$ cat config.mk
export PLATFORM = sky130hd
export DESIGN_NAME = clkgen_cfg_regs
export DESIGN_NICKNAME = d
export VERILOG_FILES = /design/src/rtl/clkgen_cfg_pkg.sv /design/src/rtl/cgc_commit_fsm.sv /design/src/rtl/cgc_field_reg.sv /design/src/rtl/clkgen_cfg_regs.sv
export SDC_FILE = /design/constraint.sdc
export NUM_CORES = 1
export LEC_CHECK = 0
export ABC_AREA = 1
export BUFFER_PORTS_ARGS = -buffer_cell sky130_fd_sc_hd__clkbuf_2
export CORE_MARGIN = 1
export CORE_UTILIZATION = 50
export CTS_CLUSTER_SIZE = 25
export DETAILED_ROUTE_END_ITERATION = 10
export HOLD_SLACK_MARGIN = 0.08
export MAX_ROUTING_LAYER = met4
export PLACE_DENSITY = 0.78
export SYNTH_ARGS = -nofsm -noshare
export SYNTH_HDL_FRONTEND = slang
export SYNTH_HIERARCHICAL = 1
export SYNTH_SLANG_ARGS = --single-unit
export TNS_END_PERCENT = 5
$ cat constraint.sdc
create_clock -name clk -period 1.6 [get_ports clk]
set_clock_uncertainty 0.1 [all_clocks]
set_input_delay 0.16 -clock clk [delete_from_list [all_inputs] [get_ports clk]]
set_output_delay 0.16 -clock clk [all_outputs]
set_load 0.05 [all_outputs]
$ cat src/rtl/clkgen_cfg_pkg.sv
package clkgen_cfg_pkg;
    localparam logic [4:0] OFS_CMD = 5'h00;
    localparam logic [4:0] OFS_CFG = 5'h04;
    localparam logic [4:0] OFS_M   = 5'h08;
    localparam logic [4:0] OFS_N   = 5'h0C;
    localparam logic [4:0] OFS_D   = 5'h10;

    // dirty vector index -> command bit (index + 4)
    localparam int DIDX_CFG = 0;
    localparam int DIDX_N   = 1;
    localparam int DIDX_M   = 2;
    localparam int DIDX_D   = 3;

    typedef enum logic [1:0] {
        ST_IDLE  = 2'd0,
        ST_SYNC  = 2'd1,
        ST_APPLY = 2'd2
    } commit_st_e;

    function automatic logic [4:0] mnd_offset(input int idx);
        case (idx)
            DIDX_N:  mnd_offset = OFS_N;
            DIDX_M:  mnd_offset = OFS_M;
            default: mnd_offset = OFS_D;
        endcase
    endfunction
endpackage

$ cat src/rtl/cgc_commit_fsm.sv
module cgc_commit_fsm
    import clkgen_cfg_pkg::*;
#(
    parameter int SYNC_CYC = 4
) (
    input  logic clk,
    input  logic rst_n,
    input  logic go_i,
    output logic busy_o,
    output logic apply_o
);
    localparam int CNT_W = (SYNC_CYC > 2) ? $clog2(SYNC_CYC) : 1;
    localparam logic [CNT_W-1:0] CNT_LOAD = CNT_W'(SYNC_CYC - 1);

    commit_st_e state_q, state_d;
    logic [CNT_W-1:0] cnt_q, cnt_d;

    always_comb begin
        state_d = state_q;
        cnt_d   = cnt_q;
        unique case (state_q)
            ST_IDLE: begin
                if (go_i) begin
                    state_d = ST_SYNC;
                    cnt_d   = CNT_LOAD;
                end
            end
            ST_SYNC: begin
                if (cnt_q <= CNT_W'(1)) state_d = ST_APPLY;
                else                    cnt_d   = cnt_q - CNT_W'(1);
            end
            ST_APPLY: state_d = ST_IDLE;
            default:  state_d = ST_IDLE;
        endcase
    end

    always_ff @(posedge clk or negedge rst_n) begin
        if (!rst_n) begin
            state_q <= ST_IDLE;
            cnt_q   <= '0;
        end else begin
            state_q <= state_d;
            cnt_q   <= cnt_d;
        end
    end

    always_comb begin
        busy_o  = (state_q != ST_IDLE);
        apply_o = (state_q == ST_APPLY);
    end

    // the update bit only rises after a request
    assert_upd_rise_R3: assert property (@(posedge clk) disable iff (!rst_n)
        $rose(busy_o) |-> $past(go_i));
    // a hand-off always ends the pending period
    assert_apply_ends_R3: assert property (@(posedge clk) disable iff (!rst_n)
        apply_o |=> !busy_o);
    // a request while pending never re-enters the count from the top
    assert_no_restart_R5: assert property (@(posedge clk) disable iff (!rst_n)
        (busy_o && !apply_o && go_i) |=> busy_o);
endmodule

$ cat src/rtl/cgc_field_reg.sv
module cgc_field_reg #(
    parameter int W = 8
) (
    input  logic         clk,
    input  logic         rst_n,
    input  logic         wr_en_i,
    input  logic [W-1:0] wdata_i,
    input  logic         apply_i,
    output logic [W-1:0] shadow_o,
    output logic [W-1:0] active_o,
    output logic         dirty_o
);
    always_ff @(posedge clk or negedge rst_n) begin
        if (!rst_n) begin
            shadow_o <= '0;
            active_o <= '0;
            dirty_o  <= 1'b0;
        end else begin
            if (apply_i) active_o <= shadow_o;
            if (wr_en_i) shadow_o <= wdata_i;
            if (wr_en_i)      dirty_o <= 1'b1;
            else if (apply_i) dirty_o <= 1'b0;
        end
    end

    // a write always leaves the flag set
    assert_dirty_set_R4: assert property (@(posedge clk) disable iff (!rst_n)
        wr_en_i |=> dirty_o);
    // the active copy moves only on a hand-off
    assert_active_hold_R2: assert property (@(posedge clk) disable iff (!rst_n)
        !apply_i |=> $stable(active_o));
endmodule

$ cat src/rtl/clkgen_cfg_regs.sv
module clkgen_cfg_regs
    import clkgen_cfg_pkg::*;
#(
    parameter int HID_W    = 5,
    parameter int MND_W    = 8,
    parameter int SYNC_CYC = 4
) (
    input  logic             clk,
    input  logic             rst_n,
    input  logic             psel,
    input  logic             penable,
    input  logic             pwrite,
    input  logic [4:0]       paddr,
    input  logic [31:0]      pwdata,
    output logic [31:0]      prdata,
    output logic             root_en_o,
    output logic [HID_W-1:0] pre_div_o,
    output logic [2:0]       src_sel_o,
    output logic [1:0]       mode_o,
    output logic [MND_W-1:0] m_o,
    output logic [MND_W-1:0] n_o,
    output logic [MND_W-1:0] d_o
);
    localparam int CFG_W = HID_W + 5;   // {mode, src, pre_div}
    localparam int NFLD  = 4;

    logic wr_acc, cmd_wr, go, busy, apply;
    logic root_en_q;
    logic [NFLD-1:0] dirty;
    logic [CFG_W-1:0] cfg_sh, cfg_act, cfg_wd;
    logic [MND_W-1:0] mnd_sh  [1:NFLD-1];
    logic [MND_W-1:0] mnd_act [1:NFLD-1];

    assign wr_acc = psel && penable && pwrite;
    assign cmd_wr = wr_acc && (paddr == OFS_CMD);
    assign go     = cmd_wr && pwdata[0];
    assign cfg_wd = {pwdata[13:12], pwdata[10:8], pwdata[HID_W-1:0]};

    cgc_commit_fsm #(.SYNC_CYC(SYNC_CYC)) u_fsm (
        .clk(clk), .rst_n(rst_n), .go_i(go), .busy_o(busy), .apply_o(apply)
    );

    cgc_field_reg #(.W(CFG_W)) u_cfg (
        .clk(clk), .rst_n(rst_n),
        .wr_en_i(wr_acc && (paddr == OFS_CFG)), .wdata_i(cfg_wd),
        .apply_i(apply), .shadow_o(cfg_sh), .active_o(cfg_act),
        .dirty_o(dirty[DIDX_CFG])
    );

    for (genvar i = 1; i < NFLD; i++) begin : g_mnd
        cgc_field_reg #(.W(MND_W)) u_fld (
            .clk(clk), .rst_n(rst_n),
            .wr_en_i(wr_acc && (paddr == mnd_offset(i))),
            .wdata_i(pwdata[MND_W-1:0]),
            .apply_i(apply), .shadow_o(mnd_sh[i]), .active_o(mnd_act[i]),
            .dirty_o(dirty[i])
        );
    end

    always_ff @(posedge clk or negedge rst_n) begin
        if (!rst_n)      root_en_q <= 1'b1;
        else if (cmd_wr) root_en_q <= pwdata[1];
    end

    always_comb begin
        prdata = '0;
        case (paddr)
            OFS_CMD: begin
                prdata[31]  = ~root_en_q;
                prdata[7:4] = dirty;
                prdata[1]   = root_en_q;
                prdata[0]   = busy;
            end
            OFS_CFG: begin
                prdata[13:12]     = cfg_sh[CFG_W-1 -: 2];
                prdata[10:8]      = cfg_sh[HID_W +: 3];
                prdata[HID_W-1:0] = cfg_sh[HID_W-1:0];
            end
            OFS_N:   prdata[MND_W-1:0] = mnd_sh[DIDX_N];
            OFS_M:   prdata[MND_W-1:0] = mnd_sh[DIDX_M];
            OFS_D:   prdata[MND_W-1:0] = mnd_sh[DIDX_D];
            default: prdata = '0;
        endcase
    end

    assign root_en_o = root_en_q;
    assign pre_div_o = cfg_act[HID_W-1:0];
    assign src_sel_o = cfg_act[HID_W +: 3];
    assign mode_o    = cfg_act[CFG_W-1 -: 2];
    assign n_o       = mnd_act[DIDX_N];
    assign m_o       = mnd_act[DIDX_M];
    assign d_o       = mnd_act[DIDX_D];

    // a hand-off with no coincident write leaves no flag set
    assert_dirty_clear_R4: assert property (@(posedge clk) disable iff (!rst_n)
        (apply && !wr_acc) |=> (dirty == '0));
    // reserved command bits never read as 1
    assert_cmd_rsvd_R7: assert property (@(posedge clk) disable iff (!rst_n)
        (paddr == OFS_CMD) |-> (prdata[30:8] == '0 && prdata[3:2] == '0));
    // status bit opposes the enable output
    assert_root_off_R6: assert property (@(posedge clk) disable iff (!rst_n)
        (paddr == OFS_CMD) |-> (prdata[31] == !root_en_o));
endmodule

==> results of run 1 <==
synth_stat cells, drive strengths merged:
cell | n | area (µm²)
inv | 29 | 109
dfstp | 1 | 26.3
nand2 | 229 | 870
dfrtp | 76 | 1900
nor3b | 1 | 7.51
nor3 | 2 | 21.3
o21ai | 3 | 15.0
nor2 | 25 | 116
nand4 | 31 | 194
nand3 | 11 | 67.6
buf | 36 | 300
conb | 1 | 3.75
ha | 1 | 12.5
path summary, 6_finish.rpt:
path,slack [ps],from,endpoint,cells past startpoint
setup / recovery,-60,u_fsm/state_q[0],prdata[0],7
min in group asynchronous,230,rst_n,g_mnd[3].u_fld/active_o[5],2
hold / removal,210,paddr[2],root_en_o,6
hold reg to reg,370,g_mnd[1].u_fld/active_o[3],g_mnd[1].u_fld/active_o[3],2
max in group asynchronous,640,rst_n,u_cfg/active_o[1],3
setup reg to reg,140,u_fsm/state_q[1],g_mnd[2].u_fld/active_o[4],7
area by class of cell:
cell class / count / share of cell area [%]
clock buffers: 10 / 2.77
clock inverters: 6 / 2.42
inverters: 29 / 2.36
multi-input cells: 321 / 30.1
flip-flops and latches: 77 / 41.9
well taps: 96 / 2.61
repair buffers: 105 / 17.9
per-stage QoR:
step	setup slack [ps]	TNS, ps	std cells
after floorplan	19.5	0	463
after global placement	101	0	611
after detailed placement	60.6	0	611
after CTS	-29.0	-29.0	644
after global routing	-139	-224	644
final	-61.0	-61.0	644
cell families (layout without fill, tap and decap cells):
logic type      count (synthesis)  count (layout)  synth area share, %
compound gates                  3               3                0.412
fa+ha+maj                       1               1                0.343
buf+inv                        65             150                 11.2
flops                          77              77                 52.9
other cells                     1              18                0.103
simple gates                  299             299                 35.0
what timing repair did:
| item | 4_1_cts | 5_1_grt |
|---|---|---|
| hold buffers | 14 | 0 |
| setup endpoints to repair | 2 | 13 |
| resized for setup | 2 | 3 |
| pin swaps | 5 | 2 |
| hold endpoints to repair | 91 | 0 |
| setup buffers | 3 | 0 |
flip-flops by register name (all words and copies together), names as in the netlist:
register              count
u_fsm/state_q             2
u_cfg/active_o           10
u_cfg/dirty_o             1
root_en_o                 1
g_mnd.u_fld/active_o     24
g_mnd.u_fld/shadow_o     24
u_fsm/cnt_q               2
u_cfg/shadow_o           10
g_mnd.u_fld/dirty_o       3
layer usage:
layer,wire length [µm],global-route usage [%]
met3,424,4.36
met1,3900,33.7
met5,0,-
met4,208,11.3
met2,4130,37.6
power by group through the flow:
stage / sequential (W) / combinational [W] / clock (W)
after floorplan: 0.00215 / 0.000290 / 0
after global placement: 0.00216 / 0.000419 / 0
after global routing: 0.00214 / 0.000505 / 0.00181
after detailed placement: 0.00216 / 0.000429 / 0
after CTS: 0.00212 / 0.000460 / 0.00176
final: 0.00212 / 0.000459 / 0.00173
worst max-delay path, cell delays in order (launching register included):
cell	delay (ps)
sky130_fd_sc_hd__dfrtp_1	400
sky130_fd_sc_hd__nor2_2	140
sky130_fd_sc_hd__inv_1	60
sky130_fd_sc_hd__inv_1	50
sky130_fd_sc_hd__nor2_1	40
sky130_fd_sc_hd__nor2_1	100
sky130_fd_sc_hd__nand2_1	110
sky130_fd_sc_hd__buf_12	160
==> metrics list, run 1 <==
* Status: complete, but fails checks
* Violations in the final reports: setup timing
- Measured along the x axis, the die boundary spans a little under 90 µm.
- The congestion estimate from routability-driven global placement came to between 0.9 and 1.
- Static leakage: about 2.6 nW
* Minimum period implied by the final worst setup slack: around 1700 ps
- The floorplan has 30 rows.
- Area taken by multi-input logic gates: ~1400 µm²
- Net switching is 25.5% of the power.
* Highest clock frequency the design can meet: ~600 MHz
* Clock root buffer master: sky130_fd_sc_hd__clkbuf_8
- STA classifies the critical path endpoint as an output port.
* Wire length of the first global-routing pass: about 14000 µm
- Internal cell power: approximately 0.0032 W
* Worst-path fanout max: 2
* Overall Global Routing Usage: between 20% and 30%
- Detailed placement finished with a half-perimeter wire length of just over 6000 µm.
- The die is between 80 and 90 µm tall.
* Placed cell areas: 4190 µm²
- Critical path start-end classification: reg2out
* Fillers: 580
* CTS Buf Count: 9
* I/O pin count: roughly 110
- Dividing the final minimum period by the clock period gives 104%.
- Antenna diode instance count: 0
- The longest clock path from root to sink contains 2 buffers.
- Sequential Area: 1930 µm²
- STA puts the critical path data arrival time at 1400 ps.
* Post-Layout Inst Area: 4600 µm²
- Routed via count: approximately 3.2k
- Average wire per cell in the routed design: 13.5 µm
* Clock latency at the later pin of the worst-skew pair: approximately 340 ps
* Ratio of cells with drive above 1 in the final layout: around 24%
- Distinct cell type count of the synthesized netlist: 22
* CP required: 1340 ps
- Routed Antenna Nets: 0
* Maximum number of pins on one net before global-route repair: 38
- Final hold slack: roughly 210 ps
* Total chip power: approximately 0.0043 W
- The path class of the tightest hold or removal check is in2reg.
* Starting density of the core: 52.8%
- Most common cell after layout, fill and taps aside: sky130_fd_sc_hd__nand2_1
- Die area: about 7600 µm²
- Leaving out fill and tap cells, the most frequent cells in the layout are sky130_fd_sc_hd__nand2_1 (223), sky130_fd_sc_hd__dfrtp_1 (76), sky130_fd_sc_hd__clkbuf_2 (61).
- The number of max-slew violations in the final report was 0.
- The number of global-route vias before repair is roughly 2.9k.
* Maximum level of the CTS H-tree: 3
- In the post-route analysis, the smallest setup slack over all paths is -61.0 ps.
- Combinational group share of total power: a little over a tenth
- Setup repair after global routing missed its margin: true
- The first routing iteration left 210 violations.
- After synthesis the cells add up to around 3600 µm².
- Total core area: between 6000 and 7000 µm²
- The analysis attributes to net switching a power of 0.00110 W.
- Clock tree sinks: between 70 and 80
* Number of warnings issued by yosys: 6
- Clock transition at the register clock pins on the worst setup and hold paths after CTS: around 80 ps
* VDD IR-drop max: 0.000837 V
* Mean Syn Cell Area: between 8 and 9 µm²
- Using the TritonRoute via totals, the vias-per-cell ratio works out to 4.93.
- The first detailed-routing pass took 5 iterations.
- The tool flagged a number of max-cap violations equal to 0.
- The number of antenna violations at the first check in global routing is 0.
- Startpoint types: register
* Pwr Density: about 940 nW/µm²
* Number of remaining DRC errors: 0
- Summed over all layers, the routed wires come to between 8000 and 9000 µm.
- Setup violations remaining at the end of the flow were counted as 1.
- CTS tree: done
- After synthesis the netlist holds a flip-flop and latch count of 77.
- Port-buffer cells: slightly above 70
- Utilization of the core after routing: between 60% and 70%
- Area Overhead vs Synth: 26.3%
* Total number of nets in the final design: roughly 590
- The clock network burns between 40% and 50% of the power.
- Hold Violations, Final: 0
- The share of total power dissipated in sequential elements is about half.
* GR Overflow Total: 0
- Number of instances in the synthesized netlist: around 450
- Sequential elements use between 50% and 60% of the synthesized area.
No activity file was read; power rests on OpenSTA's default activity.
==> run 2, diff against run 1 <==
--- a/config.mk
+++ b/config.mk
@@ -8,12 +8,12 @@
 export ABC_AREA = 1
 export BUFFER_PORTS_ARGS = -buffer_cell sky130_fd_sc_hd__clkbuf_2
 export CORE_MARGIN = 1
-export CORE_UTILIZATION = 50
+export CORE_UTILIZATION = 35
 export CTS_CLUSTER_SIZE = 25
 export DETAILED_ROUTE_END_ITERATION = 10
 export HOLD_SLACK_MARGIN = 0.08
 export MAX_ROUTING_LAYER = met4
-export PLACE_DENSITY = 0.78
+export RECOVER_POWER = 25
 export SYNTH_ARGS = -nofsm -noshare
 export SYNTH_HDL_FRONTEND = slang
 export SYNTH_HIERARCHICAL = 1
==> metrics list, run 2 (synthesis results as in run 1) <==
* Starting density of the core: ~37%
- Routed via count: around 3k
- Count of pins over their slew limit: 0
- VDD IR-drop max: 0.000346 V
* Average wire per cell in the routed design: ~13 µm
- The final hold violation count was 0.
- Across the run, the number of max-cap violations was 0.
- Global routing finished with a remaining overflow of 0.
- Cells with a size suffix above 1 make up between 20% and 30% of the layout.
* Detailed placement HPWL: 6520 µm
- Setup slack on the worst reg-to-reg path comes out at around 150 ps.
- Overall Global Routing Usage: 17.9%
- In the final timing run, aggregate negative setup slack is 0 ps.
* Number of buffers and inverters on the critical path: 3
- Once placement finished, the instance area stood at approximately 4200 µm².
- Worst-path fanout max: 2
- Startpoint types: register
- Startpoint of the most critical register-to-register path: u_fsm/state_q[0]
- Hold WC Path Type: in2reg
- The die is 104 µm wide.
- The number of global-route vias before repair is 2978.
* RePlAce Congestion: 0.884
- The die is around 100 µm tall.
* Clock latency at the later pin of the worst-skew pair: 340 ps
- Routed Antenna Nets: 0
* Status: completed
* Highest clock frequency the design can meet: 632 MHz
- Hold Path End: root_en_o
- Cells fill between 40% and 50% of the core in the end.
* Final clock period utilization by the worst path: between 90% and 100%
- TritonCTS built the clock tree.
- The worst setup path is captured at an output port.
- CP required: 1340 ps
- Reg2reg path depth: 6
- Subtracting the final worst setup slack from the clock period gives 1580 ps.
- In this run the tightest slew margin relative to its limit is 52.2%.
* Most common cell after layout, fill and taps aside: sky130_fd_sc_hd__nand2_1
- Clock tree synthesis inserted a total of 9 buffers.
* Static leakage: roughly 2.6 nW
- Along the worst hold path, the cell count comes to 6.
- The count of buffers added on input and output ports is 71.
* Top flop regs: g_mnd.u_fld/active_o (24), g_mnd.u_fld/shadow_o (24)
- For this design the ratio of total power to cell area is around 900 nW/µm².
* Startpoint of the lowest-slack hold path: paddr[2]
* Transition time of the tightest slew-check pin: ~720 ps
* Clock tree sinks: 77
- Number of optimization iterations in the first detailed-route pass: 4
* Clock transition at the register clock pins on the worst setup and hold paths after CTS: around 70 ps
- Relative to the synthesized area, the layout overhead comes to 25.6%.
* Die area: 10800 µm²
- End of the worst register-to-register path: g_mnd[2].u_fld/active_o[3]
* Biggest cell delay along the critical path: about 400 ps
- Maximum number of pins on one net before global-route repair: 30
- Total core area: approximately 10000 µm²
* Via count normalized by instance count: about 4.5
* Endpoint arrival time on the critical path: 1320 ps
- The number of antenna diodes in the final layout is 0.
- After routing the design area is between 4000 and 5000 µm².
- The first global-routing pass estimated ~15000 µm of wire.
* Total number of nets in the final design: around 590
* Maximum level of the CTS H-tree: 3
- Setup repair after global routing could not meet its margin everywhere.
- The initialized floorplan defines 36 standard-cell rows.
* Slowest cell on the critical path: sky130_fd_sc_hd__dfrtp_1
- Violation count after the first detailed-routing iteration: around 220
- The critical path is of the reg2out type.
- The top cell types in the final layout, fill and taps aside, are sky130_fd_sc_hd__nand2_1 (223), sky130_fd_sc_hd__dfrtp_1 (76), sky130_fd_sc_hd__clkbuf_2 (65).
- Setup violations remaining at the end of the flow were counted as 0.
* Final Routed Wirelength: a little under 9000 µm
- Antenna violations before repair: 0
- Category of cells accounting for the largest share of critical-path delay: flip-flops
- The longest clock path from root to sink contains 2 buffers.
* Cell chain of the critical path: nor2_2 > inv_1 > inv_1 > nor2_1 > nor2_1 > nand2_1 > buf_12
- Clock root buffer master: sky130_fd_sc_hd__clkbuf_8
* I/O pin count: between 100 and 150
- Number of remaining DRC errors: 0
[run 2: per-stage QoR]
step	instances	hold WS, ps	power, W	setup slack, ps
floorplan	463	-236	0.00244	19.5
global placement	647	-2.39	0.00257	70.5
detailed placement	647	11.7	0.00258	26.8
CTS	680	175	0.00415	-14.0
global route	680	231	0.00427	-112
finish	680	201	0.00411	17.5
[run 2: metal layers]
| metal | share of wire, % | GRT usage, % | vias to the layer above |
|---|---|---|---|
| met5 | 0 | - | - |
| met4 | 1.0 | 6.73 | 0 |
| met3 | 4.4 | 3.20 | 9 |
| met2 | 47 | 27.3 | 95 |
| met1 | 48 | 23.8 | 1430 |
| li1 | - | - | 1552 |
[run 2: how the worst max path moves through the flow]
stage / from / to / slack (ps) / cells after the start
3_5_place_dp: paddr[3] / u_cfg/shadow_o[7] / 30 / 7
4_1_cts: u_fsm/state_q[1] / prdata[0] / -10 / 7
3_3_place_gp: paddr[2] / u_cfg/shadow_o[4] / 70 / 8
6_report: u_fsm/state_q[1] / prdata[0] / 20 / 7
2_1_floorplan: paddr[4] / prdata[10] / 20 / 5
5_1_grt: u_fsm/state_q[1] / prdata[0] / -110 / 7
[run 2: cell type report]
cell class / instances / area (µm²)
clock buffers: 13 / 169
clock inverters: 3 / 42.5
well taps: 133 / 166
multi-input cells: 321 / 1380
inverters: 29 / 109
flip-flops and latches: 77 / 1930
repair buffers: 104 / 778
fillers: 986 / 5380
[run 2: timing repair]
action / in CTS / in global routing
pin swaps: 5 / 2
hold endpoints to repair: 112 / 0
hold buffers: 14 / 0
resized for setup: 2 / 2
buffers inserted: 3 / 0
setup endpoints to repair: 2 / 5
[run 2: power by group]
part / switching (W) / internal, W
Combinational: 0.000322 / 0.000129
Sequential: 0.0000815 / 0.00204
Clock: 0.000686 / 0.000847
Total: 0.00109 / 0.00302
[run 2: worst min-delay path, cell delays in order]
cell	delay [ps]
sky130_fd_sc_hd__clkbuf_2	150
sky130_fd_sc_hd__nor2_4	70
sky130_fd_sc_hd__nand3_4	90
sky130_fd_sc_hd__nor2_1	50
sky130_fd_sc_hd__nand2_1	40
sky130_fd_sc_hd__o21ai_0	70
==> run 3, diff against run 2 <==
--- a/config.mk
+++ b/config.mk
@@ -7,12 +7,15 @@
 export LEC_CHECK = 0
 export ABC_AREA = 1
 export BUFFER_PORTS_ARGS = -buffer_cell sky130_fd_sc_hd__clkbuf_2
+export CELL_PAD_IN_SITES_DETAIL_PLACEMENT = 1
+export CELL_PAD_IN_SITES_GLOBAL_PLACEMENT = 1
 export CORE_MARGIN = 1
 export CORE_UTILIZATION = 35
 export CTS_CLUSTER_SIZE = 25
 export DETAILED_ROUTE_END_ITERATION = 10
 export HOLD_SLACK_MARGIN = 0.08
 export MAX_ROUTING_LAYER = met4
+export PLACE_DENSITY_LB_ADDON = 0.1
 export RECOVER_POWER = 25
 export SYNTH_ARGS = -nofsm -noshare
 export SYNTH_HDL_FRONTEND = slang
==> metrics list, run 3 (synthesis results as in run 1) <==
- The run finished, with violations left.
- The final reports fail on setup timing.
- Horizontal extent of the die: between 100 and 150 µm
- Timing would allow up to approximately 620 MHz.
- Routed via count: roughly 3.1k
* Worst-path fanout max: 2
* Hold WC Path Type: in2reg
- GR Overflow Total: 0
- Starting density of the core: about 37%
- CTS tree: done
- The repair_antennas step left the layout with diodes totalling 0.
* Pwr Density: 882 nW/µm²
* Critical path start-end classification: reg2out
- Cell depth of the worst hold path: 6
- In this run the clock root is driven by a sky130_fd_sc_hd__clkbuf_8.
* Cell chain of the critical path: nor2_2 > inv_1 > inv_1 > nor2_1 > nor2_1 > nand2_2 > buf_12
- In this run the tool buffered the top-level ports with between 70 and 80 buffer cells.
- Count of pins over their slew limit: 0
- Clock tree sinks: 77
- Transition time of the tightest slew-check pin: roughly 760 ps
* Final Routed Wirelength: about 10000 µm
- In this run, the number of DRC markers left after iteration 0 of detailed routing was ~120.
* Worst max-slew margin expressed relative to the limit: slightly below 50%
- Leaving out fill and tap cells, the most frequent cell in the layout is sky130_fd_sc_hd__nand2_1.
* Ratio of cells with drive above 1 in the final layout: between 20 and 30%
- Max-cap violations in this run came to 0.
- Via count normalized by instance count: 4.62
- Category of cells accounting for the largest share of critical-path delay: flip-flops
* Hold Violations, Final: 0
- I/O pin count: 109
- Total core area: around 10000 µm²
- Clock latency at the later pin of the worst-skew pair: between 300 and 400 ps
- The slowest stage of the critical path is the sky130_fd_sc_hd__dfrtp_1 cell.
* Die area: between 10000 and 15000 µm²
- Leaving out fill and tap cells, the most frequent cells in the layout are sky130_fd_sc_hd__nand2_1 (222), sky130_fd_sc_hd__dfrtp_1 (76), sky130_fd_sc_hd__clkbuf_2 (63).
- Maximum number of pins on one net before global-route repair: just over 40
- Detailed placement HPWL: 7290 µm
* Top flop regs: g_mnd.u_fld/active_o (24), g_mnd.u_fld/shadow_o (24)
* VDD IR-drop max: roughly 0.00039 V
- For the worst setup path, the data required time is 1340 ps.
* Minimum period implied by the final worst setup slack: between 1500 and 2000 ps
- Startpoint types: register
- Number of remaining DRC errors: 0
* Average wire per cell in the routed design: around 15 µm
- The number of global-route vias before repair is ~3.1k.
- After clock tree synthesis, the clock-pin slew on the worst setup and hold paths is approximately 90 ps.
* Worst setup slack after layout: -10.8 ps
- Biggest cell delay along the critical path: roughly 400 ps
- Overall Global Routing Usage: between 20% and 30%
* Row Count: 36
- Number of optimization iterations in the first detailed-route pass: 6
- The net count of the finished layout is ~600.
- The congestion estimate from routability-driven global placement came to 0.843.
- The number of antenna violations at the first check in global routing is 0.
- The area growth from synthesis to layout is 26.7%.
- The worst setup path is captured at an output port.
- In this run, CTS created clock tree buffers numbering 9.
- The count of nets left with antenna violations once routing finished came out at 0.
- The worst path uses 101% of the clock period.
- Counting both buffers and inverters, the worst setup path holds a total of 3.
- Setup repair after global routing missed its margin: true
- In this run the static leakage power is approximately 2.6 nW.
- Setup violations remaining at the end of the flow were counted as 1.
- The die is 104 µm tall.
- Final hold analysis gives a worst-case slack of ~210 ps.
- Endpoint arrival time on the critical path: between 1000 and 1500 ps
- OpenSTA, run right after detailed placement, puts the worst setup slack at about 24 ps.
- WP depth: 7
* Reg2reg path depth: 7
- The first global-routing pass estimated between 15000 and 20000 µm of wire.
* Maximum level of the CTS H-tree: 3
- Number of buffers on the longest clock path: 2
## run 3: cell count changes in the layout (fill, tap and decap cells not counted), sizes merged
| cell | change |
|---|---|
| buf | +2 |
| clkinvlp | +3 |
| clkbuf | -5 |
## run 3: worst register-to-register path, stage by stage, from the launching register on
cell and delay, ps:
sky130_fd_sc_hd__dfrtp_1 380, sky130_fd_sc_hd__buf_4 130, sky130_fd_sc_hd__inv_1 70, sky130_fd_sc_hd__nor2_4 120, sky130_fd_sc_hd__buf_12 190, sky130_fd_sc_hd__clkinvlp_4 190
sky130_fd_sc_hd__nand2_1 100, sky130_fd_sc_hd__nand2_1 50
## run 3: worst paths after layout
check	slack [ps]	endpoint	from
worst max-delay path	-10	prdata[0]	u_fsm/state_q[1]
worst min-delay path	210	root_en_o	paddr[2]
worst max register to register	130	u_cfg/dirty_o	u_fsm/state_q[1]
worst min register to register	380	u_cfg/active_o[3]	u_cfg/active_o[3]
max in group asynchronous	270	u_cfg/shadow_o[4]	rst_n
min in group asynchronous	310	g_mnd[3].u_fld/active_o[3]	rst_n
## run 3: what timing repair did
item                                    in CTS  in global routing
resized for setup                            3                  7
endpoints found under the setup margin       2                 17
gates cloned                                 0                  1
hold buffers                                14                  0
pin swaps                                    5                  4
endpoints found under the hold margin      112                  0
setup buffers                                4                  0
## run 3: metal layers
layer / track usage [%] / part of all wire (%) / vias up
met4: 4.29 / 0.68 / 0
met1: 26.5 / 48 / 1535
met2: 32.2 / 49 / 52
li1: - / - / 1546
met5: - / 0 / -
met3: 4.14 / 2.8 / 6
## run 3: report_power, final
| group | total, W | switching, W | internal, W |
|---|---|---|---|
| sequential | 0.00212 | 0.0000817 | 0.00204 |
| combinational | 0.000472 | 0.000334 | 0.000137 |
| clock | 0.00148 | 0.000725 | 0.000757 |
| total | 0.00407 | 0.00114 | 0.00293 |
## run 3: area by class of cell
type / instances / area (µm²)
flip-flops and latches: 77 / 1930
clock inverters: 5 / 58.8
repair buffers: 104 / 812
multi-input cells: 321 / 1400
inverters: 29 / 113
fillers: 1220 / 5340
repair inverters: 1 / 7.51
clock buffers: 10 / 138
well taps: 133 / 166
## run 3: metrics by stage
step / area, µm² / TNS, ps / power (W) / util, % / instances
2_1_floorplan: 3710 / 0 / 0.00244 / - / 463
3_3_place_gp: 4240 / 0 / 0.00259 / 42.5 / 646
3_5_place_dp: 4240 / 0 / 0.00260 / 42.5 / 646
4_1_cts: 4610 / -36.6 / 0.00413 / 46.3 / 679
5_1_grt: 4620 / -272 / 0.00425 / 46.4 / 680
6_report: 4620 / -10.8 / 0.00407 / 46.4 / 680
